`config.mk`:
```
export PLATFORM = sky130hd
export DESIGN_NAME = rx_ctl_char_filter
export DESIGN_NICKNAME = d
export VERILOG_FILES = /design/src/rtl/ucc_pkg.sv /design/src/rtl/cc_table.sv /design/src/rtl/rx_path.sv /design/src/rtl/tx_gate.sv /design/src/rtl/rx_ctl_char_filter.sv
export SDC_FILE = /design/constraint.sdc
export NUM_CORES = 1
export LEC_CHECK = 0
export BUFFER_PORTS_ARGS = -buffer_cell sky130_fd_sc_hd__clkbuf_2
export CAP_MARGIN = 20
export CORE_MARGIN = 2
export CORE_UTILIZATION = 45
export DETAILED_ROUTE_END_ITERATION = 10
export SLEW_MARGIN = 5
export SYNTH_ARGS = -nofsm -noshare
export SYNTH_HDL_FRONTEND = slang
export SYNTH_SLANG_ARGS = --single-unit
```
`constraint.sdc`:
```
create_clock -name clk -period 5.7 [get_ports clk]
set_clock_uncertainty 0.2 [all_clocks]
set_input_delay 0.285 -clock clk [delete_from_list [all_inputs] [get_ports clk]]
set_output_delay 0.285 -clock clk [all_outputs]
set_load 0.01 [all_outputs]
```
`src/rtl/ucc_pkg.sv`:
```
package ucc_pkg;
  localparam int CHW = 8;

  typedef struct packed {
    logic           empty;
    logic           reject;
    logic [CHW-1:0] ch;
  } cc_entry_t;
endpackage

```
`src/rtl/cc_table.sv`:
```
module cc_table
  import ucc_pkg::*;
#(
  parameter int N  = 8,
  localparam int IW = $clog2(N)
) (
  input  logic           clk,
  input  logic           rst_n,
  input  logic           cfg_we,
  input  logic [IW-1:0]  cfg_idx,
  input  logic [CHW-1:0] cfg_char,
  input  logic           cfg_empty,
  input  logic           cfg_reject,
  input  logic [CHW-1:0] probe,
  output logic           hit,
  output logic           hit_rej
);
  cc_entry_t        ent   [N];
  cc_entry_t        ent_n [N];
  logic [N-1:0]     mv;

  for (genvar i = 0; i < N; i++) begin : g_ent
    always_comb begin
      ent_n[i] = ent[i];
      if (cfg_we && (cfg_idx == IW'(i))) begin
        ent_n[i].empty  = cfg_empty;
        ent_n[i].reject = cfg_reject;
        ent_n[i].ch     = cfg_char;
      end
    end

    always_ff @(posedge clk or negedge rst_n) begin
      if (!rst_n) begin
        ent[i].empty  <= 1'b1;
        ent[i].reject <= 1'b0;
        ent[i].ch     <= '0;
      end else if (cfg_we) begin
        ent[i] <= ent_n[i];
      end
    end

    assign mv[i] = !ent[i].empty && (ent[i].ch == probe);
  end

  // lowest index wins: scan downward so the last assignment is the lowest hit
  always_comb begin
    hit     = 1'b0;
    hit_rej = 1'b0;
    for (int i = N - 1; i >= 0; i--) begin
      if (mv[i]) begin
        hit     = 1'b1;
        hit_rej = ent[i].reject;
      end
    end
  end
endmodule

```
`src/rtl/rx_path.sv`:
```
module rx_path
  import ucc_pkg::*;
#(
  parameter int BUF_LEN = 16,
  localparam int CW = $clog2(BUF_LEN + 1)
) (
  input  logic           clk,
  input  logic           rst_n,
  input  logic           rx_valid,
  input  logic [CHW-1:0] rx_byte,
  input  logic           hit,
  input  logic           hit_rej,
  input  logic           rx_clr,
  input  logic           cc_clr,
  output logic           buf_wr,
  output logic [CHW-1:0] buf_data,
  output logic           buf_close,
  output logic           buf_full,
  output logic           rx_irq,
  output logic           cc_irq,
  output logic [CHW-1:0] cc_char,
  output logic           cc_ovr
);
  logic [CW-1:0]  cnt, cnt_n;
  logic           wr_n, close_n, full_n, rxirq_n, ccirq_n, ovr_n;
  logic [CHW-1:0] data_n, ccchar_n;
  logic           last;

  assign last = (cnt == CW'(BUF_LEN - 1));

  always_comb begin
    wr_n     = 1'b0;
    close_n  = 1'b0;
    full_n   = 1'b0;
    cnt_n    = cnt;
    data_n   = buf_data;
    ccchar_n = cc_char;
    rxirq_n  = rx_irq & ~rx_clr;
    ccirq_n  = cc_irq & ~cc_clr;
    ovr_n    = cc_ovr & ~cc_clr;
    if (rx_valid) begin
      if (hit && hit_rej) begin
        ccchar_n = rx_byte;
        ovr_n    = cc_irq & ~cc_clr;
        ccirq_n  = 1'b1;
      end else begin
        wr_n   = 1'b1;
        data_n = rx_byte;
        if (hit || last) begin
          close_n = 1'b1;
          full_n  = last;
          cnt_n   = '0;
          rxirq_n = 1'b1;
        end else begin
          cnt_n = cnt + CW'(1);
        end
      end
    end
  end

  always_ff @(posedge clk or negedge rst_n) begin
    if (!rst_n) begin
      buf_wr    <= 1'b0;
      buf_close <= 1'b0;
      buf_full  <= 1'b0;
      cnt       <= '0;
      rx_irq    <= 1'b0;
      cc_irq    <= 1'b0;
      cc_ovr    <= 1'b0;
    end else begin
      buf_wr    <= wr_n;
      buf_close <= close_n;
      buf_full  <= full_n;
      cnt       <= cnt_n;
      rx_irq    <= rxirq_n;
      cc_irq    <= ccirq_n;
      cc_ovr    <= ovr_n;
    end
  end

  always_ff @(posedge clk or negedge rst_n) begin
    if (!rst_n)    buf_data <= '0;
    else if (wr_n) buf_data <= data_n;
  end

  always_ff @(posedge clk or negedge rst_n) begin
    if (!rst_n)                  cc_char <= '0;
    else if (rx_valid && hit_rej) cc_char <= ccchar_n;
  end
endmodule

```
`src/rtl/tx_gate.sv`:
```
module tx_gate
  import ucc_pkg::*;
(
  input  logic           clk,
  input  logic           rst_n,
  input  logic           tx_freeze,
  input  logic           tx_valid,
  input  logic [CHW-1:0] tx_data,
  output logic           tx_ready,
  input  logic           sh_busy,
  output logic           sh_load,
  output logic [CHW-1:0] sh_data
);
  logic           hold_full, hold_n;
  logic [CHW-1:0] hold_data;
  logic           accept, launch;

  assign tx_ready = !hold_full && !tx_freeze;
  assign accept   = tx_valid && tx_ready;
  assign launch   = hold_full && !sh_busy && !tx_freeze && !sh_load;

  always_comb begin
    hold_n = hold_full;
    if (launch) hold_n = 1'b0;
    if (accept) hold_n = 1'b1;
  end

  always_ff @(posedge clk or negedge rst_n) begin
    if (!rst_n) begin
      hold_full <= 1'b0;
      sh_load   <= 1'b0;
    end else begin
      hold_full <= hold_n;
      sh_load   <= launch;
    end
  end

  always_ff @(posedge clk or negedge rst_n) begin
    if (!rst_n)      hold_data <= '0;
    else if (accept) hold_data <= tx_data;
  end

  always_ff @(posedge clk or negedge rst_n) begin
    if (!rst_n)      sh_data <= '0;
    else if (launch) sh_data <= hold_data;
  end
endmodule

```
`src/rtl/rx_ctl_char_filter.sv`:
```
module rx_ctl_char_filter
  import ucc_pkg::*;
#(
  parameter int N_ENT   = 8,
  parameter int BUF_LEN = 16,
  localparam int IW = $clog2(N_ENT)
) (
  input  logic           clk,
  input  logic           rst_n,
  input  logic           cfg_we,
  input  logic [IW-1:0]  cfg_idx,
  input  logic [CHW-1:0] cfg_char,
  input  logic           cfg_empty,
  input  logic           cfg_reject,
  input  logic           rx_valid,
  input  logic [CHW-1:0] rx_byte,
  output logic           buf_wr,
  output logic [CHW-1:0] buf_data,
  output logic           buf_close,
  output logic           buf_full,
  output logic           rx_irq,
  input  logic           rx_clr,
  output logic           cc_irq,
  output logic [CHW-1:0] cc_char,
  output logic           cc_ovr,
  input  logic           cc_clr,
  input  logic           tx_freeze,
  input  logic           tx_valid,
  input  logic [CHW-1:0] tx_data,
  output logic           tx_ready,
  input  logic           sh_busy,
  output logic           sh_load,
  output logic [CHW-1:0] sh_data
);
  logic hit, hit_rej;

  cc_table #(.N(N_ENT)) u_tab (
    .clk(clk), .rst_n(rst_n),
    .cfg_we(cfg_we), .cfg_idx(cfg_idx), .cfg_char(cfg_char),
    .cfg_empty(cfg_empty), .cfg_reject(cfg_reject),
    .probe(rx_byte), .hit(hit), .hit_rej(hit_rej)
  );

  rx_path #(.BUF_LEN(BUF_LEN)) u_rx (
    .clk(clk), .rst_n(rst_n),
    .rx_valid(rx_valid), .rx_byte(rx_byte), .hit(hit), .hit_rej(hit_rej),
    .rx_clr(rx_clr), .cc_clr(cc_clr),
    .buf_wr(buf_wr), .buf_data(buf_data), .buf_close(buf_close),
    .buf_full(buf_full), .rx_irq(rx_irq), .cc_irq(cc_irq),
    .cc_char(cc_char), .cc_ovr(cc_ovr)
  );

  tx_gate u_tx (
    .clk(clk), .rst_n(rst_n), .tx_freeze(tx_freeze),
    .tx_valid(tx_valid), .tx_data(tx_data), .tx_ready(tx_ready),
    .sh_busy(sh_busy), .sh_load(sh_load), .sh_data(sh_data)
  );
endmodule

```
==> summary.txt <==
Status
  • Status: finished clean

Job
  • Max-cap violation count: 0

Synth
  • Synth Area per Inst: 13.88 um^2
  • Asr flop ratio synth: 100.0%
  • Post-synthesis sequential area ratio: 54.72%
  • EDFF count, synth: 0
  • Synth Instances: between 400 and 500
  • Ys Warns: 0
  • Distinct cell type count after synthesis: 41
  • Mapped Area: 5734 um^2
  • Mapped Nets: 453
  • Prevailing post-synth register cell: dfrtp_1
  • Flip-flop and latch count after synthesis: 125

STA
  • Fmax: 330.0 MHz
  • Post-layout min period: 3.031 ns
  • Setup TNS: 0 ns
  • Max transition margin: around 30%
  • Unrepaired setup endpoints after global routing: false
  • Worst-Margin Slew: about 1.0 ns
  • Final period util: between 50 and 60%
  • Setup violators final: 0
  • Max-slew violations: 0
  • Fin. Hold Viols: 0

Worst setup path
  • Nature of the critical path endpoint: flop
  • Worst EP arrival: 3.13 ns
  • Setup Crit Path Kind: reg -> reg
  • Critical path buffers and inverters: 1
  • Worst path max stage delay: around 0.65 ns
  • CP max FO: 11
  • Critical path cell sequence: xnor2_1, nand4_1, or4_1, o311ai_2, a21oi_2, o211ai_2, inv_2, and2_1
  • CP required: around 5.8 ns
  • Delay-heaviest family, CP: compound AO/OA/AOI/OAI gates
  • R2R Setup Slk: 2.67 ns
  • Slowest stage cell, crit path: o211ai_2
  • Crit start category: flop
  • Critical Path Stages: 8
  • R2R depth: 8

GRT
  • Initial antenna violation count: 0
  • GRT Util Overall: 19.77%
  • Vias in the first global route: 3747
  • Global-route wire length before repair: about 20 mm
  • Largest net degree at the start of global routing: between 80 and 90
  • Total grt overflow: 0

Die
  • Die Wd: about 120 um
  • Initial core utilization: roughly 46%
  • IO Count: 70
  • CORE AREA: roughly 13000 um^2
  • DIE AREA: about 14000 um^2
  • Die H: 116.9 um
  • Number of cell rows: 41

Clocking
  • Worst skew pair latency: 0.41 ns
  • Clock transition at path regs: 0.05 ns
  • TritonCTS Sinks: 125
  • Clock Tree Root: clkbuf_16
  • CTS tree: done
  • Total CTS buffers: 17
  • Post-CTS Setup Inserts: 0
  • Max Root-Sink Buffers: 2
  • H-Tree Depth: 4

Power and ir drop
  • Peak VDD IR: 0.2381 mV
  • Pwr per Cell Area: 410.1 nW/um^2
  • Leakage: 0.003102 uW

Routing
  • Final ANT Viol Nets: 0
  • WL/cell: ~18 um
  • Drt first-iter violations: approximately 120
  • Final wirelength: 12.49 mm
  • DR vias/cell: 5.142
  • Drt pass-1 iters: 4
  • Post-route DRC: 0
  • Via count: 3543

Cells and area
  • Layout net count: 544
  • Layout Utilization: 55.64%
  • Multi-input gate area: 2439 um^2
  • Share of cells above drive strength 1: a little over two fifths
  • Fill cell total of the finished layout: 1078
  • N_diodes: 0
  • Most frequent cells in the layout: 117 x dfrtp_1, 97 x mux2_2, 68 x clkbuf_2
  • Register area: 3138 um^2
  • Synth-to-Final Area Change: 21.45%
  • Commonest non-fill, non-tap cell in the layout: dfrtp_1

Placement
  • IO Port Bufs: 69
  • Post-DP HPWL: 8.573 mm
  • Final Wtd Congestion: ~0.81

Hold path
  • Hold WC Path Type: in -> reg
  • WHS Path Cells: 3
metrics by stage:
step,instance area [um^2],setup slack [ns],cells,hold slack [ns],total power (uW)
2_1_floorplan,5734,3.149,413,-0.2106,1638
3_3_place_gp,6222,2.452,642,0.2718,1807
3_5_place_dp,6222,2.390,642,0.2751,1828
4_1_cts,6937,2.636,688,0.02744,2884
5_1_grt,6964,2.445,689,0.03308,3008
6_report,6964,2.669,689,0.03828,2856
per-layer routing:
metal	GRT usage [%]	wire, um	share of wire (%)	vias up
met3	4.892	470	3.8	15
met5	0	0	0	-
li1	-	-	-	1638
met2	33.33	6310	51	64
met1	25.11	5496	44	1826
met4	6.588	212	1.7	0
where the power goes:
part / switching (uW) / total, uW / internal (uW)
clock network: 362 / 1040 / 677
registers: 133 / 1250 / 1120
logic: 251 / 565 / 314
path summary, 6_finish.rpt:
path / end / startpoint
min in group asynchronous: u_tab.ent[20]$_DFFE_PN0P_ / rst_n
max: u_rx.buf_full$_DFF_PN0_ / u_tab.ent[32]$_DFFE_PN0P_
max in group asynchronous: u_tab.ent[56]$_DFFE_PN0P_ / rst_n
min reg2reg: u_rx.cc_char[4]$_DFFE_PN0P_ / u_rx.cc_char[4]$_DFFE_PN0P_
max reg2reg: u_rx.buf_full$_DFF_PN0_ / u_tab.ent[32]$_DFFE_PN0P_
min: u_rx.cnt[0]$_DFFE_PN0P_ / rx_valid
final cells by class:
cell class / instances / area share, %
Clock buffer: 26 / 7.025
Clock inverter: 6 / 1.222
Inverter: 12 / 0.6468
Multi-Input combinational cell: 259 / 35.02
Sequential cell: 125 / 45.06
Tap cell: 172 / 3.090
Timing Repair Buffer: 89 / 7.941
tightest hold or removal path: cells and delay by family:
kind | cells | cell delay (ns)
and+or+nand+nor | 1 | 0.09
buffers and inverters | 1 | 0.16
AOI/OAI and AO/OA | 1 | 0.07
synth_stat cells, types with 3 or more instances:
library cell / count / area (um^2)
or4_1: 4 / 30.03
mux2i_1: 3 / 30.03
mux2_1: 6 / 67.56
and3_1: 3 / 18.77
inv_1: 11 / 41.29
o21ai_0: 3 / 15.01
nor2_1: 5 / 18.77
nor3_1: 5 / 25.02
buf_4: 5 / 37.54
clkbuf_1: 7 / 26.28
nand3_1: 12 / 60.06
dfstp_2: 8 / 210.2
mux2_2: 97 / 1092
nand4_1: 12 / 75.07
dfrtp_1: 117 / 2928
o211ai_1: 3 / 22.52
nand2b_1: 5 / 31.28
xor2_1: 22 / 192.7
nand4b_1: 3 / 26.28
xnor2_1: 42 / 367.9
nand2_1: 3 / 11.26
mux2_4: 8 / 120.1
buf_6: 4 / 45.04
cell families (layout without fill, tap and decap cells):
kind of cell,count (synthesis),count (layout),share of synthesized area (%)
AO/OA/AOI/OAI,16,16,2.749
XOR/XNOR,64,64,9.775
adder cells (fa/ha/maj),2,2,0.4363
buffers and inverters,29,133,2.749
flip-flops,125,125,54.72
multiplexers,114,114,22.85
AND/OR/NAND/NOR,63,63,6.720
flip-flops by register name, indices dropped and copies added (netlist names):
name and flops:
u_tab.ent 80, u_rx.cc_ovr 1, u_tx.hold_data 8, u_rx.buf_data 8
u_rx.cc_irq 1, u_tx.sh_load 1, u_tx.sh_data 8, u_tx.hold_full 1
u_rx.buf_full 1, u_rx.buf_wr 1, u_rx.cc_char 8, u_rx.cnt 5
u_rx.rx_irq 1, u_rx.buf_close 1
timing repair:
| item | 4_1_cts | 5_1_grt |
|---|---|---|
| hold buffers | 14 | 0 |
| endpoints found under the hold margin | 87 | 0 |
| resized for setup | 0 | 0 |
(Power assumes the default switching activity.)
